File: src/rtl/lane_steer_pkg.sv
package lane_steer_pkg;
  typedef enum logic [1:0] {
    SZ_BYTE = 2'b00,
    SZ_HALF = 2'b01,
    SZ_WORD = 2'b10,
    SZ_RSV  = 2'b11
  } acc_size_e;

  typedef enum logic [1:0] {
    PORT_32  = 2'b00,
    PORT_8   = 2'b01,
    PORT_16  = 2'b10,
    PORT_RSV = 2'b11
  } port_size_e;
endpackage

File: src/rtl/lane_steer_decode.sv
module lane_steer_decode
  import lane_steer_pkg::*;
#(
  parameter int LANES = 4,
  localparam int LW = $clog2(LANES),
  localparam int CW = $clog2(LANES + 1)
) (
  input  logic [1:0]       acc_size,
  input  logic [LW-1:0]    addr_lo,
  input  logic [1:0]       port_size,
  output logic             legal,
  output logic [LANES-1:0] lane_en,
  output logic [LW-1:0]    first,
  output logic [CW-1:0]    nbytes
);
  logic [CW-1:0] port_bytes;
  logic [CW-1:0] acc_bytes;
  logic [LW-1:0] off;
  logic          aligned;

  always_comb begin
    case (port_size_e'(port_size))
      PORT_32: port_bytes = CW'(LANES);
      PORT_16: port_bytes = CW'(LANES / 2);
      PORT_8:  port_bytes = CW'(1);
      default: port_bytes = '0;
    endcase
    case (acc_size_e'(acc_size))
      SZ_BYTE: acc_bytes = CW'(1);
      SZ_HALF: acc_bytes = CW'(2);
      SZ_WORD: acc_bytes = CW'(4);
      default: acc_bytes = '0;
    endcase
    // narrow ports fold the offset onto the most-significant lanes
    off     = addr_lo & LW'(port_bytes - CW'(1));
    aligned = (addr_lo & LW'(acc_bytes - CW'(1))) == '0;
    legal   = (acc_bytes != '0) && (port_bytes != '0) &&
              (acc_bytes <= port_bytes) && aligned;
    for (int k = 0; k < LANES; k++) begin
      lane_en[k] = legal && (k >= int'(off)) && (k < int'(off) + int'(acc_bytes));
    end
    first  = legal ? off : '0;
    nbytes = legal ? acc_bytes : '0;
  end
endmodule

File: src/rtl/lane_steer_wr.sv
module lane_steer_wr #(
  parameter int LANES = 4,
  parameter int BW = 8,
  localparam int DW = LANES * BW,
  localparam int LW = $clog2(LANES),
  localparam int CW = $clog2(LANES + 1)
) (
  input  logic [LANES-1:0] lane_en,
  input  logic [LW-1:0]    first,
  input  logic [CW-1:0]    nbytes,
  input  logic [DW-1:0]    cpu_wdata,
  output logic [DW-1:0]    bus_wdata
);
  int shift;
  assign shift = LANES - int'(nbytes) - int'(first);

  for (genvar k = 0; k < LANES; k++) begin : g_lane
    int src;
    int idx;
    always_comb begin
      src = k + shift;
      idx = (src >= 0 && src < LANES) ? src : 0;
      if (lane_en[k] && src >= 0 && src < LANES)
        bus_wdata[(LANES-1-k)*BW +: BW] = cpu_wdata[(LANES-1-idx)*BW +: BW];
      else
        bus_wdata[(LANES-1-k)*BW +: BW] = '0;
    end
  end
endmodule

File: src/rtl/lane_steer_rd.sv
module lane_steer_rd #(
  parameter int LANES = 4,
  parameter int BW = 8,
  localparam int DW = LANES * BW,
  localparam int LW = $clog2(LANES),
  localparam int CW = $clog2(LANES + 1)
) (
  input  logic [LANES-1:0] lane_en,
  input  logic [LW-1:0]    first,
  input  logic [CW-1:0]    nbytes,
  input  logic [DW-1:0]    bus_rdata,
  output logic [DW-1:0]    cpu_rdata
);
  int shift;
  assign shift = LANES - int'(nbytes) - int'(first);

  for (genvar m = 0; m < LANES; m++) begin : g_slot
    int src;
    int idx;
    always_comb begin
      src = m - shift;
      idx = (src >= 0 && src < LANES) ? src : 0;
      if (src >= 0 && src < LANES && lane_en[idx])
        cpu_rdata[(LANES-1-m)*BW +: BW] = bus_rdata[(LANES-1-idx)*BW +: BW];
      else
        cpu_rdata[(LANES-1-m)*BW +: BW] = '0;
    end
  end
endmodule

File: src/rtl/lane_steer.sv
module lane_steer #(
  parameter int LANES = 4,
  parameter int BW = 8,
  localparam int DW = LANES * BW,
  localparam int LW = $clog2(LANES),
  localparam int CW = $clog2(LANES + 1)
) (
  input  logic             clk,
  input  logic             rst,
  input  logic             req_valid,
  input  logic [1:0]       acc_size,
  input  logic [LW-1:0]    addr_lo,
  input  logic [1:0]       port_size,
  input  logic [DW-1:0]    cpu_wdata,
  input  logic [DW-1:0]    bus_rdata,
  output logic             out_valid,
  output logic             out_illegal,
  output logic [LANES-1:0] lane_en,
  output logic [LW-1:0]    steer_sel,
  output logic [DW-1:0]    bus_wdata,
  output logic [DW-1:0]    cpu_rdata
);
  logic             d_legal;
  logic [LANES-1:0] d_lanes;
  logic [LW-1:0]    d_first;
  logic [CW-1:0]    d_nbytes;
  logic [DW-1:0]    d_wdata;
  logic [DW-1:0]    d_rdata;

  lane_steer_decode #(.LANES(LANES)) u_dec (
    .acc_size (acc_size),
    .addr_lo  (addr_lo),
    .port_size(port_size),
    .legal    (d_legal),
    .lane_en  (d_lanes),
    .first    (d_first),
    .nbytes   (d_nbytes)
  );

  lane_steer_wr #(.LANES(LANES), .BW(BW)) u_wr (
    .lane_en  (d_lanes),
    .first    (d_first),
    .nbytes   (d_nbytes),
    .cpu_wdata(cpu_wdata),
    .bus_wdata(d_wdata)
  );

  lane_steer_rd #(.LANES(LANES), .BW(BW)) u_rd (
    .lane_en  (d_lanes),
    .first    (d_first),
    .nbytes   (d_nbytes),
    .bus_rdata(bus_rdata),
    .cpu_rdata(d_rdata)
  );

  always_ff @(posedge clk) begin
    if (rst || !req_valid) begin
      out_valid   <= rst ? 1'b0 : req_valid;
      out_illegal <= 1'b0;
      lane_en     <= '0;
      steer_sel   <= '0;
      bus_wdata   <= '0;
      cpu_rdata   <= '0;
    end else begin
      out_valid   <= 1'b1;
      out_illegal <= !d_legal;
      lane_en     <= d_lanes;
      steer_sel   <= d_first;
      bus_wdata   <= d_wdata;
      cpu_rdata   <= d_rdata;
    end
  end
endmodule

File: config.mk
export PLATFORM = sky130hd
export DESIGN_NAME = lane_steer
export DESIGN_NICKNAME = d
export VERILOG_FILES = /design/src/rtl/lane_steer_pkg.sv /design/src/rtl/lane_steer_decode.sv /design/src/rtl/lane_steer_wr.sv /design/src/rtl/lane_steer_rd.sv /design/src/rtl/lane_steer.sv
export SDC_FILE = /design/constraint.sdc
export NUM_CORES = 1
export LEC_CHECK = 0
export BUFFER_PORTS_ARGS = -buffer_cell sky130_fd_sc_hd__buf_4
export CELL_PAD_IN_SITES_DETAIL_PLACEMENT = 1
export CELL_PAD_IN_SITES_GLOBAL_PLACEMENT = 1
export CORE_ASPECT_RATIO = 1.25
export CORE_MARGIN = 3
export CORE_UTILIZATION = 30
export DETAILED_ROUTE_END_ITERATION = 7
export PLACE_DENSITY_LB_ADDON = 0.1
export REMOVE_ABC_BUFFERS = 1
export SYNTH_ARGS = -nofsm -noshare
export SYNTH_HDL_FRONTEND = slang
export SYNTH_HIERARCHICAL = 1
export SYNTH_SLANG_ARGS = --single-unit
File: constraint.sdc
create_clock -name clk -period 9.3 [get_ports clk]
set_input_delay 0.465 -clock clk [delete_from_list [all_inputs] [get_ports clk]]
set_output_delay 0.465 -clock clk [all_outputs]
set_load 0.01 [all_outputs]
==> After elaboration in Yosys (flattened, before gate mapping) <==
Index checks and enable logic that the tools add are counted.
{ "word_totals": {"ff_bits": 72, "out_inout_bits": 72} }
{ "classes": {"addsub": 20, "magnitude_cmp": 28, "eq_ne": 4, "n_shift": 8, "muxes": 25, "bitwise_logic": 10, "reduce_logical": 46} }
{ "op_table": {"columns": ["cell", "count"], "rows": [
  ["32-bit by 4-bit < comparator with 1-bit output, second input constant", 12],
  ["32-bit by 1-bit >= comparator with 1-bit output, second input constant", 8],
  ["32-bit by 32-bit variable part select with 8-bit output", 8],
  ["3-bit by 29-bit subtractor with 29-bit output, first input constant", 8],
  ["32-bit two-way mux", 4],
  ["29-bit two-way mux", 4],
  ["3-bit by 32-bit adder with 32-bit output, first input constant", 2],
  ["3-bit by 32-bit < comparator with 1-bit output, first input constant", 2],
  ["3-bit by 32-bit subtractor with 32-bit output, first input constant", 2],
  ["2-bit by 32-bit adder with 32-bit output, first input constant", 1],
  ["1-bit by 32-bit < comparator with 1-bit output, first input constant", 1],
  ["2-bit by 32-bit < comparator with 1-bit output, first input constant", 1],
  ["1-bit by 32-bit subtractor with 32-bit output, first input constant", 1],
  ["2-bit by 32-bit subtractor with 32-bit output, first input constant", 1],
  ["1-bit logical AND", 30],
  ["3-bit one-hot mux with 3 select lines", 2],
  ["2-bit OR reduction", 8],
  ["1-bit two-way mux", 9],
  ["1-bit binary-select mux with 2-bit select", 4],
  ["1-bit NOT", 8],
  ["2-bit zero test", 3],
  ["3-bit nonzero test", 2],
  ["4-bit by 3-bit subtractor with 5-bit output", 1],
  ["2-bit by 3-bit adder with 4-bit output", 1],
  ["other kinds (12)", 18]
]} }

==> Longest topological paths before layout <==
Gate-level depths: netlist of run 1.
{ "depth": {"depth_word": 19, "mapped_depth": 23, "mapped_depth_nobuf": 21} }

==> By module <==
Netlist of run 1, hierarchy kept.
{ "modules_own_cells": {"columns": ["mod", "instances", "cells_per_inst", "area_each_um2", "seq_area_each_um2"], "rows": [
  ["lane_steer", 1, 158, 2143.3, 1441.4],
  ["lane_steer_rd", 1, 196, 1961.9, 0.0],
  ["lane_steer_wr", 1, 186, 1716.6, 0.0],
  ["lane_steer_decode", 1, 52, 361.6, 0.0]
]} }

==> Worst setup path before layout of run 1 <==
Ideal clock, no wire load.
{ "synth_timing": {"path_kind": "input to register", "start": "input port port_size[0]", "end": "register cpu_rdata[10]", "setup_time_ns": 0.060, "arrival_ns": 4.751, "path_slack_ns": 4.489, "cell_stages": 21, "cell_sequence": "inv_1 > ha_1 > inv_1 > ha_1 > nor2b_1 > nor3_1 > o21ai_0 > nor3_1 > inv_1 > ha_1 > ha_1 > a211o_1 > nand2b_1 > ha_1 > and4bb_4 > and2_2 > a31oi_1 > or4_1 > buf_6 > nor2b_2 > and3b_1"} }
{ "synth_between": {"elab_chain_cells": 19, "word_cells_on_any_way": 43} }
{ "synth_lines": {"columns": ["element", "line", "text"], "rows": [
  ["start: declaration", "lane_steer.sv:13", "input logic [1:0] port_size,"],
  ["2-bit by 1-bit equality test with 1-bit output, or another cell as far along", "lane_steer_decode.sv:22", "case (port_size_e'(port_size))"],
  ["3-bit one-hot mux with 3 select lines (*)", "lane_steer_decode.sv:22", null],
  ["branches (longest 2 deep; another with 3-bit less-or-equal comparator)", null, null],
  ["1-bit logical AND (*)", "lane_steer_decode.sv:37", "legal = (acc_bytes != '0) && (port_bytes != '0) &&"],
  ["1-bit logical AND (*)", "lane_steer_decode.sv:38", "(acc_bytes <= port_bytes) && aligned;"],
  ["3-bit two-way mux (*)", "lane_steer_decode.sv:43", "nbytes = legal ? acc_bytes : '0;"],
  ["net d_nbytes[1]", "lane_steer.sv:26", "logic [CW-1:0] d_nbytes;"],
  ["3-bit by 3-bit subtractor with 4-bit output (*)", "lane_steer_rd.sv:15", "assign shift = LANES - int'(nbytes) - int'(first);"],
  ["4-bit by 3-bit subtractor with 5-bit output (*)", "lane_steer_rd.sv:15", null],
  ["3-bit by 32-bit subtractor with 32-bit output (*)", "lane_steer_rd.sv:21", "src = m - shift;"],
  ["branches (longest 9 deep; another with 32-bit by 1-bit >= comparator with 1-bit output)", null, null],
  ["end signal: assignment", "lane_steer.sv:70", "cpu_rdata <= d_rdata;"],
  ["end: declaration", "lane_steer.sv:21", "output logic [DW-1:0] cpu_rdata"]
]} }
Mark *: on every way through the listed nets, which the timed path passes. The select of a mux whose other input is x is not followed.
A chain may end at the register's enable or synchronous reset.

==> Worst setup path in the final report of run 1 <==
{ "layout_timing": {"start": "input port port_size[0]", "end": "register cpu_rdata[13]"} }
Same word-level chain as after synthesis.

==> results.sh, run 1 <==
export IMPL_die_width_um=134
export IMPL_grt_first_pass_wirelength_um=33000
export IMPL_drt_vias_per_instance=5.47
export IMPL_path_class="primary input to register"
export IMPL_ys_seq_elements=72
export IMPL_status="finished clean"
export IMPL_period_minus_slack_ps=5800
export IMPL_first_pass_iters=6
export IMPL_slew_violations=0
export IMPL_cts_resized=0
export IMPL_gp_congestion=0.843
export IMPL_leakage_nw=3.39
export IMPL_rsz0062_at_grt="no"
export IMPL_grt_overflow=0
export IMPL_antenna_cells=0
export IMPL_core_area_um2=20200
export IMPL_ys_seq_area_share_pct=23.3
export IMPL_drcViolationCount=0
export IMPL_cp_slowest_cell="ha_1"
export IMPL_clockPowerShare_pct=31.0
export IMPL_fin_area_um2=7670
export IMPL_die_area_um2=22400
export IMPL_pin_count=145
export IMPL_synth_distinct_cells=83
export IMPL_grt_pass1_vias=5781
export IMPL_synth_main_ff_cell="dfxtp_1"
export IMPL_clockBufferDepth=2
export IMPL_hold_viol=0
export IMPL_max_clock_freq_mhz=172
export IMPL_antenna_left=0
export IMPL_cp_data_arrival_time_ps=6080
export IMPL_swShare_pct=36.7
export IMPL_fin_ws_ps=3500
export IMPL_wl_um=20700
export IMPL_dpl_instance_area_um2=7390
export IMPL_async_flop_share_pct=0
export IMPL_start_util_pct=30.6
export IMPL_yosysWarnings=6
export IMPL_cts_made_buffers=9
export IMPL_slew_headroom_pct=35.9
export IMPL_critPathMaxStageDelay_ps=830
export IMPL_synth_edf_count=0
export IMPL_synthCells=592
export IMPL_drive_gt1_share_pct=36.9
export IMPL_pre_cts_slack_ps=3130
export IMPL_antenna_found_initial=0
export IMPL_drv_cap=0
export IMPL_cts_reportedPaths_clkPinSlew_ps=60
export IMPL_critPathTopFamily="adder cells"
export IMPL_crit_path_end_kind="register"
export IMPL_synth_area_per_cell_um2=10.4
export IMPL_worst_path_buf_inv=5
export IMPL_holdBufCountCts=0
export IMPL_cts_max_level=3
export IMPL_cts_setup_buffers=0
export IMPL_seqPwrFrac_pct=28.0
export IMPL_port_buffers=144
export IMPL_p_int_uw=709
export IMPL_crit_chain="buf_4 > inv_1 > ha_1 > inv_1 > ha_1 > nor2b_1 > nor3_1 > o21ai_0 > nor3_1 > inv_1 > ha_1 > fa_1 > buf_4 > ha_1 > mux4_1 > o2111ai_1 > or4_1 > nor2b_2 > and3b_1"
export IMPL_tightest_slew_ps=951
export IMPL_tritoncts="done"
export IMPL_nNetsFinal=817
export IMPL_p_sw_uw=411
export IMPL_drtIter0Drc=330
export IMPL_syn_area_um2=6180
export IMPL_path_max_fanout=33
export IMPL_cts_root_buf="clkbuf_16"
export IMPL_combPwrFrac_pct=41.1
export IMPL_path_depth=19
export IMPL_clkSinkCount=72
export IMPL_finalCritPeriodShare_pct=62.4
export IMPL_fin_tns_setup_ps=0
export IMPL_fp_dieH_um=167
export IMPL_grt_max_degree=73
export IMPL_peakVddDrop_v=0.0000821
export IMPL_holdCritPathClass="primary input to register"
export IMPL_hold_depth=4
export IMPL_cp_start_kind="primary input"
export IMPL_row_count=58
export IMPL_p_per_area_nw_per_um2=146
export IMPL_setup_viol=0
export IMPL_cp_common_cell="ha_1"
export IMPL_area_delta_synth_final_pct=24.1
export IMPL_grt_usage_pct=18.6
export IMPL_hpwlAfterDp_um=15000
export IMPL_avgRoutedWirePerCell_um=21.0
export IMPL_worstPathRequired_ps=9580
export IMPL_vias=5389
cells in the final DEF (no fill, tap or decap), types with 3 or more instances in the layout:
| cell | netlist | routed |
|---|---|---|
| and4_1 | 8 | 8 |
| ha_1 | 31 | 30 |
| nand3_1 | 12 | 12 |
| a2111oi_2 | 7 | 7 |
| and3_1 | 16 | 16 |
| buf_4 | 3 | 152 |
| mux4_2 | 45 | 45 |
| a22oi_1 | 4 | 4 |
| nor2_1 | 28 | 28 |
| and3b_1 | 71 | 71 |
| a21oi_1 | 7 | 7 |
| inv_6 | 0 | 3 |
| o22ai_1 | 12 | 12 |
| nand4b_1 | 3 | 3 |
| a211oi_2 | 2 | 3 |
| mux2_2 | 8 | 8 |
| a31oi_1 | 6 | 6 |
| inv_1 | 29 | 29 |
| mux2i_1 | 9 | 9 |
| o31ai_1 | 3 | 3 |
| dfxtp_1 | 72 | 72 |
| nor2b_2 | 8 | 8 |
| clkinvlp_4 | 0 | 3 |
| nand2b_1 | 8 | 8 |
| nand2_1 | 19 | 19 |
| clkinv_1 | 3 | 3 |
| mux4_1 | 7 | 7 |
| o2111ai_1 | 5 | 5 |
| clkbuf_16 | 0 | 9 |
| o21ai_0 | 6 | 6 |
| nor2b_1 | 9 | 9 |
| nor3b_1 | 8 | 8 |
| nor3_1 | 39 | 39 |
| xor2_1 | 4 | 4 |
| xnor2_1 | 7 | 7 |
routing by layer:
| layer | GRT usage (%) | vias to the layer above | routed length (µm) |
|---|---|---|---|
| li1 | - | 2507 | - |
| met1 | 22.6 | 2715 | 8560 |
| met2 | 33.3 | 147 | 10900 |
| met3 | 3.14 | 20 | 923 |
| met4 | 5.80 | 0 | 360 |
| met5 | 0 | - | 0 |
sequential cells by signal, summed over array words and instances, names as in the netlist:
signal	cells
bus_wdata	32
cpu_rdata	32
lane_en	4
steer_sel	2
out_illegal	1
out_valid	1
Yosys cell counts (3+ instances only):
library cell | count | area (µm²)
nor2b_1 | 9 | 56.3
and3_1 | 16 | 100
ha_1 | 31 | 388
mux4_1 | 7 | 184
clkbuf_2 | 7 | 35.0
mux2_2 | 8 | 90.1
nor2b_2 | 8 | 70.1
dfxtp_1 | 72 | 1440
a2111oi_2 | 7 | 105
buf_2 | 18 | 90.1
clkinv_1 | 3 | 11.3
o21ai_0 | 6 | 30.0
o2111ai_1 | 5 | 43.8
xor2_1 | 4 | 35.0
a21oi_1 | 7 | 35.0
nor2_1 | 28 | 105
inv_1 | 29 | 109
xnor2_1 | 7 | 61.3
a22oi_1 | 4 | 30.0
o31ai_1 | 3 | 22.5
buf_1 | 3 | 11.3
nand2b_1 | 8 | 50.1
nor3b_1 | 8 | 60.1
clkbuf_1 | 5 | 18.8
a31oi_1 | 6 | 37.5
o22ai_1 | 12 | 75.1
a211oi_1 | 3 | 22.5
clkbuf_8 | 5 | 68.8
and3b_1 | 71 | 622
mux4_2 | 45 | 1010
buf_4 | 3 | 22.5
nand2_1 | 19 | 71.3
and4_1 | 8 | 70.1
buf_6 | 3 | 33.8
nand4b_1 | 3 | 26.3
nand3_1 | 12 | 60.1
mux2i_1 | 9 | 90.1
nor3_1 | 39 | 195
stage by stage:
stage	std cells	total power, mW	util [%]	hold WS, ps
detailed placement	970	0.781	36.6	858
floorplan	548	0.638	-	535
CTS	986	1.14	38.0	607
global route	986	1.19	38.0	647
finish	986	1.12	38.0	613
global placement	970	0.774	36.6	858
logic make-up after synthesis:
family,Yosys count,share of synthesized area [%]
xor+xnor,14,2.65
fa+ha+maj,33,6.92
mux,70,22.7
simple gates,251,27.3
buf+inv,77,6.54
flops,72,23.3
compound gates,75,10.6
worst paths after layout:
check	slack (ps)	startpoint	to
min	610	bus_rdata[27]	cpu_rdata[19]$_SDFF_PP0_
max	3500	port_size[0]	cpu_rdata[13]$_SDFF_PP0_
cell type report:
cell class / instances / area, µm²
inverters: 33 / 124
fillers: 2356 / 12500
repair buffers: 152 / 1140
well taps: 270 / 338
clock buffers: 9 / 225
clock inverters: 7 / 60.1
flip-flops and latches: 72 / 1440
multi-input cells: 443 / 4350
power by group through the flow:
stage,clock network (mW),registers (mW),logic (mW)
3_3_place_gp,0,0.320,0.453
5_1_grt,0.375,0.313,0.499
2_1_floorplan,0,0.322,0.316
6_report,0.347,0.313,0.460
4_1_cts,0.360,0.313,0.463
3_5_place_dp,0,0.320,0.461
Power figures use the tool's default switching activity.
==> run 2: changes to the inputs <==
==> constraint.sdc (replaced) <==
create_clock -name clk -period 5.3 [get_ports clk]
set_input_delay 0.265 -clock clk [delete_from_list [all_inputs] [get_ports clk]]
set_output_delay 0.265 -clock clk [all_outputs]
set_load 0.01 [all_outputs]
==> results.sh, run 2 (synthesis results as in run 1) <==
export IMPL_p_per_area_nw_per_um2=262
export IMPL_dpl_instance_area_um2=7470
export IMPL_core_area_um2=20200
export IMPL_peakVddDrop_v=0.000146
export IMPL_path_class="primary input to register"
export IMPL_leakage_nw=3.47
export IMPL_grt_first_pass_wirelength_um=33000
export IMPL_tritoncts="done"
export IMPL_drive_gt1_share_pct=37.7
export IMPL_die_area_um2=22400
export IMPL_cp_start_kind="primary input"
export IMPL_first_pass_iters=4
export IMPL_holdPathEnd="cpu_rdata[17]$_SDFF_PP0_"
export IMPL_p_int_mw=1.35
export IMPL_port_buffers=144
export IMPL_area_delta_synth_final_pct=26.1
export IMPL_p_sw_uw=699
export IMPL_finalCritPeriodShare_pct=90.8
export IMPL_grt_pass1_vias=5859
export IMPL_fin_ws_ps=485
export IMPL_hold_viol=0
export IMPL_wl_um=20500
export IMPL_path_max_fanout=11
export IMPL_avgRoutedWirePerCell_um=20.6
export IMPL_fp_dieH_um=167
export IMPL_drcViolationCount=0
export IMPL_drt_vias_per_instance=5.40
export IMPL_holdCritPathClass="primary input to register"
export IMPL_cts_resized=0
export IMPL_antenna_found_initial=0
export IMPL_cp_common_cell="ha_1"
export IMPL_nNetsFinal=828
export IMPL_grt_max_degree=73
export IMPL_seqPwrFrac_pct=26.9
export IMPL_clockBufferDepth=2
export IMPL_gp_congestion=0.829
export IMPL_status="finished clean"
export IMPL_crit_chain="buf_4 > inv_1 > ha_1 > inv_1 > ha_1 > nor2b_1 > nor3_1 > o21ai_0 > nor3_1 > inv_1 > ha_1 > ha_1 > a211o_1 > ha_1 > inv_1 > ha_1 > and3_2 > a31oi_1 > or4_1 > nor2b_2 > and3b_1"
export IMPL_layout_commonest_cell="buf_4"
export IMPL_pin_count=145
export IMPL_tightest_slew_ps=997
export IMPL_fin_tns_setup_ps=0
export IMPL_grt_usage_pct=18.4
export IMPL_rsz0062_at_grt="no"
export IMPL_die_width_um=134
export IMPL_antenna_left=0
export IMPL_crit_path_end_kind="register"
export IMPL_cts_reportedPaths_clkPinSlew_ps=60
export IMPL_holdBufCountCts=0
export IMPL_power_mw=2.04
export IMPL_row_count=58
export IMPL_period_minus_slack_ps=4810
export IMPL_cts_made_buffers=9
export IMPL_cp_data_arrival_time_ps=5090
export IMPL_drv_cap=0
export IMPL_critPathMaxStageDelay_ps=800
export IMPL_final_cell_mix="buf_4, dfxtp_1, and3b_1"
export IMPL_cts_root_buf="clkbuf_16"
export IMPL_hold_depth=4
export IMPL_drtIter0Drc=307
export IMPL_swShare_pct=34.2
export IMPL_cp_slowest_cell="or4_1"
export IMPL_setup_viol=0
export IMPL_pre_cts_slack_ps=127
export IMPL_cts_setup_buffers=0
export IMPL_top_regs="bus_wdata: 32 flops, cpu_rdata: 32 flops, lane_en: 4 flops"
export IMPL_cts_max_level=3
export IMPL_combPwrFrac_pct=40.2
export IMPL_worstPathRequired_ps=5580
export IMPL_hp_start="bus_rdata[25]"
export IMPL_clkSinkCount=72
export IMPL_slew_violations=0
export IMPL_slew_headroom_pct=32.8
export IMPL_grt_overflow=0
export IMPL_fin_area_um2=7790
export IMPL_vias=5394
export IMPL_max_clock_freq_mhz=208
export IMPL_hpwlAfterDp_um=15300
export IMPL_start_util_pct=30.6
export IMPL_clockPowerShare_pct=32.9
[run 2: changes by cell type in the layout (fill, tap and decap cells not counted), sizes merged]
cell / before / now
buf: 152 / 163
bufinv: 0 / 2
clkbuf: 9 / 10
clkinv: 3 / 5
clkinvlp: 3 / 0
diode: 0 / 1
inv: 34 / 32
[run 2: final cells by class]
class / count / area (µm²)
Antenna cell: 1 / 2.50
Clock buffer: 10 / 229
Clock inverter: 6 / 91.3
Fill cell: 2335 / 12400
Inverter: 33 / 124
Multi-Input combinational cell: 443 / 4350
Sequential cell: 72 / 1440
Tap cell: 270 / 338
Timing Repair Buffer: 163 / 1220
[run 2: worst max-delay path by stage]
stage                 startpoint                        to  slack (ps)  depth (start not counted)
floorplan           port_size[0]  bus_wdata[16]$_SDFF_PP0_          70                         18
global placement    port_size[0]  cpu_rdata[30]$_SDFF_PP0_         210                         21
detailed placement  port_size[0]   cpu_rdata[8]$_SDFF_PP0_         130                         21
CTS                 port_size[0]   cpu_rdata[9]$_SDFF_PP0_         480                         21
global route        port_size[0]  cpu_rdata[30]$_SDFF_PP0_          90                         23
finish              port_size[0]   cpu_rdata[8]$_SDFF_PP0_         490                         21
[run 2: power groups by stage]
stage	Combinational [mW]	Sequential, mW	Clock, mW
floorplan	0.555	0.565	0
global placement	0.817	0.562	0
detailed placement	0.825	0.562	0
CTS	0.828	0.550	0.697
global route	0.894	0.550	0.724
finish	0.822	0.550	0.673
[run 2: critical path: cells and delay by family]
| kind | cells | cell delay [ps] |
|---|---|---|
| simple gates | 7 | 2010 |
| fa+ha+maj | 6 | 1810 |
| buf+inv | 5 | 460 |
| compound gates | 3 | 530 |
[run 2: stage by stage]
step	hold slack [ps]	utilization (%)	instances
after detailed placement	658	37.0	981
after global routing	423	38.6	997
after floorplan	335	-	548
after CTS	390	38.6	997
after global placement	657	37.0	981
final	402	38.6	998
[run 2: metal layers]
| metal | track usage [%] | up-vias | part of all wire (%) | routed length (µm) |
|---|---|---|---|---|
| li1 | - | 2527 | - | - |
| met1 | 22.0 | 2706 | 42 | 8550 |
| met5 | 0 | - | 0 | 0 |
| met4 | 5.93 | 0 | 1.8 | 367 |
| met3 | 3.29 | 22 | 4.3 | 889 |
| met2 | 33.2 | 139 | 52 | 10700 |
==> run 3: changes to the inputs <==
--- a/config.mk
+++ b/config.mk
@@ -5,13 +5,13 @@
 export SDC_FILE = /design/constraint.sdc
 export NUM_CORES = 1
 export LEC_CHECK = 0
-export BUFFER_PORTS_ARGS = -buffer_cell sky130_fd_sc_hd__buf_4
 export CELL_PAD_IN_SITES_DETAIL_PLACEMENT = 1
 export CELL_PAD_IN_SITES_GLOBAL_PLACEMENT = 1
 export CORE_ASPECT_RATIO = 1.25
 export CORE_MARGIN = 3
 export CORE_UTILIZATION = 30
 export DETAILED_ROUTE_END_ITERATION = 7
+export DONT_BUFFER_PORTS = 1
 export PLACE_DENSITY_LB_ADDON = 0.1
 export REMOVE_ABC_BUFFERS = 1
 export SYNTH_ARGS = -nofsm -noshare
==> results.sh, run 3 (synthesis results as in run 1) <==
export IMPL_die_width_um=134
export IMPL_drcViolationCount=0
export IMPL_final_cell_mix="dfxtp_1, and3b_1, mux4_2"
export IMPL_clkSinkCount=72
export IMPL_seq_area_um2=1440
export IMPL_antenna_cells=0
export IMPL_peakVddDrop_v=0.000159
export IMPL_wl_um=20200
export IMPL_power_mw=2.03
export IMPL_finalCritPeriodShare_pct=88.1
export IMPL_drv_cap=0
export IMPL_top_regs="bus_wdata: 32 flops, cpu_rdata: 32 flops, lane_en: 4 flops"
export IMPL_crit_path_end_kind="register"
export IMPL_worstPathRequired_ps=5600
export IMPL_cts_max_level=3
export IMPL_row_count=58
export IMPL_cts_reportedPaths_clkPinSlew_ps=60
export IMPL_drt_vias_per_instance=5.72
export IMPL_grt_usage_pct=17.9
export IMPL_port_buffers=0
export IMPL_layout_commonest_cell="dfxtp_1"
export IMPL_p_per_area_nw_per_um2=300
export IMPL_start_util_pct=30.6
export IMPL_tightest_slew_ps=899
export IMPL_vias=4893
export IMPL_drive_gt1_share_pct=22.5
export IMPL_slew_headroom_pct=39.5
export IMPL_hpwlAfterDp_um=14600
export IMPL_cts_resized=0
export IMPL_fin_area_um2=6760
export IMPL_fin_tns_setup_ps=0
export IMPL_grt_first_pass_wirelength_um=31500
export IMPL_antenna_left=0
export IMPL_rsz0062_at_grt="no"
export IMPL_fill_cells=2287
export IMPL_die_area_um2=22400
export IMPL_final_cells=856
export IMPL_grt_max_degree=73
export IMPL_drtIter0Drc=254
export IMPL_clockBufferDepth=2
export IMPL_max_clock_freq_mhz=214
export IMPL_antenna_found_initial=0
export IMPL_path_max_fanout=8
export IMPL_pin_count=145
export IMPL_dpl_instance_area_um2=6410
export IMPL_cp_start_kind="primary input"
export IMPL_avgRoutedWirePerCell_um=23.6
export IMPL_slew_violations=0
export IMPL_dp_cells=839
export IMPL_path_class="primary input to register"
export IMPL_hold_viol=0
export IMPL_gp_congestion=0.810
export IMPL_period_minus_slack_ps=4670
export IMPL_cts_root_buf="clkbuf_16"
export IMPL_fin_util_pct=33.5
export IMPL_area_delta_synth_final_pct=9.33
export IMPL_leakage_nw=2.75
export IMPL_grt_overflow=0
export IMPL_cts_setup_buffers=0
export IMPL_multi_input_area_um2=4350
export IMPL_grt_pass1_vias=5251
export IMPL_holdCritPathClass="primary input to register"
export IMPL_cp_data_arrival_time_ps=4960
export IMPL_cts_made_buffers=9
export IMPL_nNetsFinal=687
export IMPL_tritoncts="done"
export IMPL_core_area_um2=20200
export IMPL_first_pass_iters=4
export IMPL_setup_viol=0
export IMPL_status="finished clean"
export IMPL_fp_dieH_um=167
-- run 3: changes by cell type in the layout (fill, tap and decap cells not counted) --
cell / before / now
diode_2: 1 / 0
buf_4: 163 / 21
dlygate4sd3_1: 0 / 1
clkinvlp_4: 0 / 1
bufinv_16: 2 / 3
clkinv_2: 1 / 0
inv_6: 2 / 1
-- run 3: path summary, 6_finish.rpt --
check                  endpoint    startpoint  cells after the start  slack [ps]
min        out_valid$_SDFF_PN1_     req_valid                      1          50
max    cpu_rdata[12]$_SDFF_PP0_  port_size[0]                     20         630
-- run 3: final cells by class --
| class | instances | area share [%] |
|---|---|---|
| inverters | 33 | 1.83 |
| clock buffers | 10 | 3.39 |
| multi-input cells | 443 | 64.3 |
| flip-flops and latches | 72 | 21.3 |
| repair buffers | 22 | 2.48 |
| clock inverters | 6 | 1.70 |
| well taps | 270 | 5.00 |
-- run 3: through the flow --
stage                     setup WS (ps)  hold slack [ps]
after floorplan                    72.2              335
after global placement              304              342
after detailed placement            213              345
after CTS                           591             32.7
after global routing                102             56.0
final                               632             51.3
-- run 3: worst max-delay path: stages --
cell and delay (ps):
inv_1 50, ha_1 140, inv_1 40, ha_1 280, nor2b_1 140, nor3_1 220, o21ai_0 150, nor3_1 240
inv_1 80, ha_1 330, ha_1 290, a211o_1 300, nand2b_1 160, ha_1 430, and4bb_4 390, and2_2 200
a31oi_1 80, or4_1 810, nor2b_2 190, and3b_1 160
-- run 3: metal layers --
layer | vias up | wire length, µm | GRT usage, %
met5 | - | 0 | 0
met4 | 0 | 376 | 5.49
met3 | 21 | 1130 | 4.68
met2 | 140 | 10500 | 31.9
met1 | 2479 | 8150 | 20.9
li1 | 2253 | - | -
-- run 3: what timing repair did --
item / 4_1_cts / 5_1_grt
hold buffers: 1 / 0
hold endpoints to repair: 2 / 0
endpoints found under the setup margin: 0 / 0
-- run 3: report_power, final --
part | leakage [nW] | internal [mW] | switching, mW
clock | 0.163 | 0.463 | 0.266
combinational | 2.01 | 0.348 | 0.396
sequential | 0.581 | 0.548 | 0.00651
total | 2.75 | 1.36 | 0.669
